[src/rtl/booth_pkg.sv]
package booth_pkg;

  typedef enum logic [1:0] {
    OP_NONE = 2'd0,
    OP_ADD  = 2'd1,
    OP_SUB  = 2'd2
  } booth_op_e;

  typedef enum logic {
    ST_IDLE = 1'b0,
    ST_RUN  = 1'b1
  } booth_state_e;

endpackage

[src/rtl/booth_rst_sync.sv]
module booth_rst_sync #(
  parameter int STAGES = 2
) (
  input  logic clk,
  input  logic rst_n,
  output logic rst_sync_n
);
  logic [STAGES-1:0] chain_q;

  always_ff @(posedge clk or negedge rst_n) begin
    if (!rst_n) chain_q <= '0;
    else        chain_q <= {chain_q[STAGES-2:0], 1'b1};
  end

  assign rst_sync_n = chain_q[STAGES-1];
endmodule

[src/rtl/booth_recode.sv]
module booth_recode
  import booth_pkg::*;
(
  input  logic      cur_bit,
  input  logic      prev_bit,
  output booth_op_e op
);
  always_comb begin
    unique case ({cur_bit, prev_bit})
      2'b10:   op = OP_SUB;
      2'b01:   op = OP_ADD;
      default: op = OP_NONE;
    endcase
  end
endmodule

[src/rtl/booth_step.sv]
module booth_step
  import booth_pkg::*;
#(
  parameter int AW = 34,
  parameter int QW = 33
) (
  input  logic [AW-1:0] acc,
  input  logic [QW-1:0] mq,
  input  logic [AW-1:0] mcand,
  input  booth_op_e     op,
  output logic [AW-1:0] acc_nx,
  output logic [QW-1:0] mq_nx,
  output logic          prev_nx
);
  logic [AW-1:0] sum;

  always_comb begin
    unique case (op)
      OP_ADD:  sum = acc + mcand;
      OP_SUB:  sum = acc - mcand;
      default: sum = acc;
    endcase
    acc_nx  = {sum[AW-1], sum[AW-1:1]};
    mq_nx   = {sum[0], mq[QW-1:1]};
    prev_nx = mq[0];
  end
endmodule

[src/rtl/booth_ctrl.sv]
module booth_ctrl
  import booth_pkg::*;
#(
  parameter int W = 32
) (
  input  logic clk,
  input  logic rst_n,
  input  logic start,
  input  logic mode_in,
  output logic busy,
  output logic done,
  output logic load_en,
  output logic step_en,
  output logic mode_q
);
  localparam int CW = $clog2(W + 2);
  localparam logic [CW-1:0] LAST_S = CW'(W - 1);
  localparam logic [CW-1:0] LAST_U = CW'(W);

  booth_state_e  state_q, state_nx;
  logic [CW-1:0] cnt_q, cnt_nx;
  logic          mode_nx, done_q, done_nx, finish;

  always_comb begin
    load_en  = (state_q == ST_IDLE) && start;
    step_en  = (state_q == ST_RUN);
    finish   = step_en && (cnt_q == (mode_q ? LAST_U : LAST_S));
    state_nx = state_q;
    cnt_nx   = cnt_q;
    mode_nx  = mode_q;
    done_nx  = finish;
    if (load_en) begin
      state_nx = ST_RUN;
      cnt_nx   = '0;
      mode_nx  = mode_in;
    end else if (step_en) begin
      cnt_nx = cnt_q + 1'b1;
      if (finish) state_nx = ST_IDLE;
    end
  end

  always_ff @(posedge clk or negedge rst_n) begin
    if (!rst_n) begin
      state_q <= ST_IDLE;
      cnt_q   <= '0;
      mode_q  <= 1'b0;
      done_q  <= 1'b0;
    end else begin
      state_q <= state_nx;
      done_q  <= done_nx;
      if (load_en || step_en) begin
        cnt_q  <= cnt_nx;
        mode_q <= mode_nx;
      end
    end
  end

  assign busy = (state_q == ST_RUN);
  assign done = done_q;
endmodule

[src/rtl/booth_mult_seq.sv]
module booth_mult_seq
  import booth_pkg::*;
#(
  parameter int W = 32
) (
  input  logic         clk,
  input  logic         rst_n,
  input  logic         start,
  input  logic         mode_unsigned,
  input  logic [W-1:0] op_a,
  input  logic [W-1:0] op_b,
  output logic         busy,
  output logic         done,
  output logic [W-1:0] prod_hi,
  output logic [W-1:0] prod_lo
);
  localparam int QW = W + 1;
  localparam int AW = W + 2;
  localparam int FW = AW + QW;

  logic          rst_sync_n;
  logic          load_en, step_en, mode_q;
  logic [AW-1:0] acc_q, acc_nx, acc_step;
  logic [QW-1:0] mq_q, mq_nx, mq_step;
  logic [AW-1:0] mcand_q, mcand_nx;
  logic          prev_q, prev_nx, prev_step;
  booth_op_e     op;
  logic [FW-1:0] full;
  logic [2*W-1:0] prod;
  logic          spare_unused;

  booth_rst_sync #(.STAGES(2)) u_rst (
    .clk        (clk),
    .rst_n      (rst_n),
    .rst_sync_n (rst_sync_n)
  );

  booth_ctrl #(.W(W)) u_ctrl (
    .clk     (clk),
    .rst_n   (rst_sync_n),
    .start   (start),
    .mode_in (mode_unsigned),
    .busy    (busy),
    .done    (done),
    .load_en (load_en),
    .step_en (step_en),
    .mode_q  (mode_q)
  );

  booth_recode u_rec (
    .cur_bit  (mq_q[0]),
    .prev_bit (prev_q),
    .op       (op)
  );

  booth_step #(.AW(AW), .QW(QW)) u_step (
    .acc     (acc_q),
    .mq      (mq_q),
    .mcand   (mcand_q),
    .op      (op),
    .acc_nx  (acc_step),
    .mq_nx   (mq_step),
    .prev_nx (prev_step)
  );

  // next-state selection for the datapath
  always_comb begin
    acc_nx   = acc_q;
    mq_nx    = mq_q;
    prev_nx  = prev_q;
    mcand_nx = mcand_q;
    if (load_en) begin
      acc_nx   = '0;
      mq_nx    = {~mode_unsigned & op_b[W-1], op_b};
      prev_nx  = 1'b0;
      mcand_nx = {{2{~mode_unsigned & op_a[W-1]}}, op_a};
    end else if (step_en) begin
      acc_nx  = acc_step;
      mq_nx   = mq_step;
      prev_nx = prev_step;
    end
  end

  always_ff @(posedge clk or negedge rst_sync_n) begin
    if (!rst_sync_n) begin
      acc_q   <= '0;
      mq_q    <= '0;
      prev_q  <= 1'b0;
      mcand_q <= '0;
    end else if (load_en || step_en) begin
      acc_q   <= acc_nx;
      mq_q    <= mq_nx;
      prev_q  <= prev_nx;
      mcand_q <= mcand_nx;
    end
  end

  // Signed runs W steps, leaving the product one place higher than unsigned runs.
  assign full = {acc_q, mq_q};

  generate
    if (FW > 2 * W + 1) begin : g_spare
      assign spare_unused = ^full[FW-1:2*W+1];
    end else begin : g_nospare
      assign spare_unused = 1'b0;
    end
  endgenerate

  assign prod    = mode_q ? full[2*W-1:0] : full[2*W:1];
  assign prod_hi = prod[2*W-1:W];
  assign prod_lo = prod[W-1:0];
endmodule

[config.mk]
export PLATFORM = sky130hd
export DESIGN_NAME = booth_mult_seq
export DESIGN_NICKNAME = d
export VERILOG_FILES = /design/src/rtl/booth_pkg.sv /design/src/rtl/booth_rst_sync.sv /design/src/rtl/booth_recode.sv /design/src/rtl/booth_step.sv /design/src/rtl/booth_ctrl.sv /design/src/rtl/booth_mult_seq.sv
export SDC_FILE = /design/constraint.sdc
export NUM_CORES = 1
export LEC_CHECK = 0
export ABC_AREA = 0
export ABC_CLOCK_PERIOD_IN_PS = 4600
export BUFFER_PORTS_ARGS = -buffer_cell sky130_fd_sc_hd__buf_2
export CAP_MARGIN = 40
export CORE_ASPECT_RATIO = 1.4
export CORE_MARGIN = 4
export CORE_UTILIZATION = 30
export CTS_BUF_LIST = sky130_fd_sc_hd__clkbuf_4
export CTS_CLUSTER_DIAMETER = 80
export DETAILED_ROUTE_END_ITERATION = 12
export RECOVER_POWER = 50
export REMOVE_ABC_BUFFERS = 1
export SLEW_MARGIN = 10
export SYNTH_ARGS = -nofsm -noshare
export SYNTH_HDL_FRONTEND = slang
export SYNTH_HIERARCHICAL = 1
export SYNTH_SLANG_ARGS = --single-unit
[constraint.sdc]
create_clock -name clk -period 4.6 [get_ports clk]
set_input_delay 0.92 -clock clk [delete_from_list [all_inputs] [get_ports clk]]
set_output_delay 0.92 -clock clk [all_outputs]
set_load 0.01 [all_outputs]
## Word level (Yosys, flattened, before mapping)

Index checks and enable logic that the tools add are counted.

| operators by class | value |
|---|---|
| add/subtract/negate cells | 3 |
| bitwise gates (word level) | 4 |
| muxes and demuxes | 15 |
| equality and inequality tests | 5 |
| reduce and logical (&&, ||, !) cells | 6 |

Operators with widths:

| cell | count |
|---|---|
| $mux W34 | 2 |
| $pmux W34 S2 | 1 |
| $mux W33 | 2 |
| $mux W64 | 1 |
| $add A34 B34 Y34 | 1 |
| $sub A34 B34 Y34 | 1 |
| $mux W6 | 3 |
| $add A6 B1 Y6 const B | 1 |
| $eq A6 B6 Y1 | 1 |
| $mux W1 | 5 |
| $eq A2 B1 Y1 const B | 2 |
| $eq A2 B2 Y1 const B | 2 |
| $pmux W2 S2 | 1 |
| $reduce_and A2 Y1 | 2 |
| $and A1 B1 Y1 | 2 |
| $logic_and A1 B1 Y1 | 2 |
| $not A1 Y1 | 2 |
| $reduce_bool A2 Y1 | 1 |
| $logic_or A1 B1 Y1 | 1 |

| storage, ports and cells | value |
|---|---|
| word-level logic and storage cells | 42 |
| register bits after elaboration | 112 |
| input bits | 68 |

## Depth between registers and ports, before layout

| logic depth | value |
|---|---|
| depth in word-level cells | 6 |
| gate-level depth with buffers | 21 |

## By module

Netlist, hierarchy kept.

By module, submodules not included:

| module | area an instance (sq um) | instances | cells an instance |
|---|---|---|---|
| booth_mult_seq | 4,989.8 | 1 | 399 |
| booth_step | 3,208.1 | 1 | 496 |
| booth_ctrl | 445.4 | 1 | 42 |
| booth_rst_sync | 53.8 | 1 | 3 |
| booth_recode | 15.0 | 1 | 2 |

## Worst setup path after synthesis

Ideal clock, no wire load.

| path | value |
|---|---|
| path type | flip-flop to flip-flop |
| start point | reg mcand_q[6] |
| end point | reg acc_q[33] |
| cell stages (with the launch flop) | 20 |
| period minus slack after synthesis | 4,286 ps |
| arrival | 4,165 ps |
| setup time | 121 ps |
| path slack | 314 ps |
| cell sequence | dfrtp_1 > or4_4 > nor2_1 > nand2_1 > nor4_1 > a21oi_1 > xnor2_1 > ha_1 > clkbuf_1 > a21oi_1 > o22ai_1 > or3b_1 > o31ai_1 > nor2_1 > o31ai_1 > mux2i_1 > xnor2_1 > buf_4 > mux2i_1 > nor2_1 |

| on the way | value |
|---|---|
| cells in the longest elaborated chain, start to end | 4 |
| elaborated cells between the ends (all ways) | 5 |
| those cells by class | 2 x add/sub; 3 x mux |

RTL lines:

| element | line | source |
|---|---|---|
| start, declared | booth_mult_seq.sv:25 | `logic [AW-1:0] mcand_q, mcand_nx;` |
| start signal, assigned | booth_mult_seq.sv:94 | `mcand_q <= mcand_nx;` |
| $sub A34 B34 Y34 / $add A34 B34 Y34 (equally long branches) | booth_step.sv:20, booth_step.sv:19 |  |
| $pmux W34 S2 (*) | booth_step.sv:18 | `unique case (op)` |
| net acc_step[32] | booth_mult_seq.sv:23 | `logic [AW-1:0] acc_q, acc_nx, acc_step;` |
| $mux W34 (*) | booth_mult_seq.sv:77 | `end else if (step_en) begin` |
| $mux W34 (*) | booth_mult_seq.sv:72 | `if (load_en) begin` |
| end signal, assigned | booth_mult_seq.sv:91 | `acc_q <= acc_nx;` |
| end, declared | booth_mult_seq.sv:23 |  |

The timed path passes the listed nets; every way through them passes the cells marked *. The select of a mux whose other input is x is not followed.
A chain may end at the register's enable or synchronous reset.

## Worst setup path in the final report

| path | value |
|---|---|
| start point | reg mcand_q[2] |
| end point | reg acc_q[31] |

Same word-level chain as after synthesis.

==> run summary <==
status: complete, but fails checks
Crit Path Max Fanout: 6
number of CTS-inserted buffers: 9
syn avg cell area: 9.25 um2
CP top delay family: simple AND/OR/NAND/NOR gates
CP Launch Type: flip-flop
clock tree buffer depth: 2
Layout area overhead: 9.46%
RePlAce Congestion: 0.889
Yosys warning count: 6
post-synth top area cell: dfrtp_1
Fillers: 3068
Final HPWL DP: 16000 um
Final #Nets: 1119
initial antenna violation count: 4
utilization after layout: 33.5%
DR vias: 6777
drt wl/cell: 15.7 um
CP max stage cell: or4_1
WL final: 21900 um
pre-CTS WS: 0.246 ns
WP data arrival: 4.71 ns
Slew Viols, Final: 122
Starting Density: 30.6%
io pins: 134
FMAX: 231 MHz
Hold WS: 0.155 ns
Final Worst Setup Slack: 0.275 ns
post-synthesis cell area: 8710 um2
CP peak stage delay: 0.62 ns
post-synthesis sequential area ratio: 32.2%
Area contributors post-synth: dfrtp_1 (32%), mux2_2 (13%), mux2i_1 (8.5%), ha_1 (5.2%), xnor2_1 (4.8%)
Std-Cell Rows: 73
Via density: 4.85
DR iter-0 viols: 273
WP buf/inv: 0
Slew Limit Headroom: -48.1%
post-synth top area share: 32.2%
failing checks: capacitance limit, slew limit
synthesized flop and latch total: 112
Setup Viol. Count Final: 0
CTS tree: done
Clock Latency Late Sink: 0.51 ns
EDFF count, synth: 0
Hold Fails Final Rpt: 0
Post-DRT Antenna Nets: 0
TritonRoute pass-1 iters: 6
Min-Delay Path Class: in -> async
Area after DPL: 9360 um2
fin area: 9540 um2
critical path type: reg -> reg
via count of the first global-routing pass: 6747
RSZ-0062 raised after global routing: no
final period utilization: 94.0%
first-pass GRT wire length: 35400 um
DRC Markers: 0
Max Cap Viol: 3
CP Capture Type: flip-flop
Die W: 152 um
Required @ worst endpoint: 4.99 ns
grt total ovfl: 0
most frequent cells in the layout: buf_2 (131), dfrtp_1 (110), mux2_2 (98), nand2_1 (97), o21ai_0 (80)
die area: 31900 um2
CP Cell Sequence: or4_1 -> nor3_4 -> and3_2 -> nor4b_4 -> a21oi_1 -> xnor2_1 -> ha_1 -> a21oi_1 -> o21ai_0 -> nor3_1 -> nor2_1 -> and2_1 -> a311oi_1 -> xor2_1 -> o21ai_0 -> mux2i_1 -> nor2_1
Yosys cell types: 66
die height: 210 um
layout cells sized above 1: 26.6%
skew final: 0.0157 ns
Port Buf Inserts: 133
Root Driver: clkbuf_4
H-tree depth: 3
FFs w/ async S/R, synth: 100%
Most used DFF post-synth: dfrtp_1
floorplan core area: 28500 um2
pin count of the biggest net entering global routing: 138
most common cell after layout, fill and taps aside: buf_2
post-route minimum period: 4.33 ns
Worst Tran Pin Value: 2.22 ns
all-layer global routing usage: 13.5%
Num Clock Sinks: 112
Clock transition at path regs: 0.17 ns
Mapped Cells: 942
[routing by layer]
metal	track usage [%]	up-vias	routed length, um
met2	23.4	130	10900
met3	2.91	24	854
met4	5.15	4	380
li1	-	3430	-
met5	0	-	21
met1	16.4	3189	9750
[cell families after synthesis]
family                     Yosys count  synth area share [%]
and+or+nand+nor                    249                  13.4
AOI/OAI and AO/OA                  200                  13.3
muxes                              172                  21.2
DFF                                112                  32.2
buffers and inverters              110                  8.37
xor gates and xnor gates            61                  6.22
adders and majority gates           37                  5.40
other                                1                0.0430
[worst paths after layout]
check / slack [ns] / end / startpoint / depth (start not counted)
max: 0.27 / acc_q[31] / mcand_q[2] / 17
min: 0.16 / u_rst/chain_q[0] / rst_n / 1
max reg2reg: 0.27 / acc_q[31] / mcand_q[2] / 17
min reg2reg: 0.38 / u_rst/chain_q[1] / u_rst/chain_q[0] / 0
max in group asynchronous: 1.10 / u_ctrl/mode_q / u_rst/chain_q[1] / 1
min in group clk: 0.38 / u_rst/chain_q[1] / u_rst/chain_q[0] / 0
[synth_stat cells (7+ instances only)]
| library cell | n |
|---|---|
| nand2b_1 | 11 |
| inv_1 | 22 |
| dfrtp_1 | 112 |
| xnor2_1 | 48 |
| xor2_1 | 12 |
| nand2_1 | 97 |
| nand4_1 | 13 |
| nor2_1 | 75 |
| mux2_2 | 98 |
| nor3_1 | 12 |
| buf_6 | 13 |
| nand3_1 | 7 |
| a21o_1 | 19 |
| mux2i_1 | 74 |
| buf_4 | 41 |
| o21ai_0 | 80 |
| ha_1 | 36 |
| clkbuf_1 | 22 |
| a21oi_1 | 59 |
[flip-flops by register name, indices dropped and copies added, names as in the netlist]
signal,count
acc_q,34
mcand_q,33
mq_q,33
u_ctrl/cnt_q,6
u_rst/chain_q,2
prev_q,1
u_ctrl/busy,1
u_ctrl/done,1
u_ctrl/mode_q,1
[area by class of cell]
type | instances | area (um2) | area share [%]
multi-input cells | 720 | 5180 | 54.4
clock inverters | 4 | 95.1 | 0.997
clock buffers | 12 | 90.1 | 0.945
diodes | 2 | 5.00 | 0.0525
well taps | 375 | 469 | 4.92
inverters | 23 | 86.3 | 0.905
repair buffers | 148 | 801 | 8.40
flip-flops and latches | 112 | 2810 | 29.4
[timing repair]
| item | CTS | global route |
|---|---|---|
| setup endpoints to repair | 0 | 6 |
| setup buffers | 0 | 1 |
| resized for setup | 0 | 3 |
| hold buffers | 0 | 0 |
[per-stage QoR]
stage | std cells | TNS (ns)
6_report | 1396 | 0
5_1_grt | 1395 | 0
4_1_cts | 1393 | 0
3_5_place_dp | 1377 | 0
3_3_place_gp | 1376 | 0
2_1_floorplan | 855 | -72.48
Power is not shown: default switching activity piles up to over one toggle a cycle in this logic, so the estimate is an artifact.
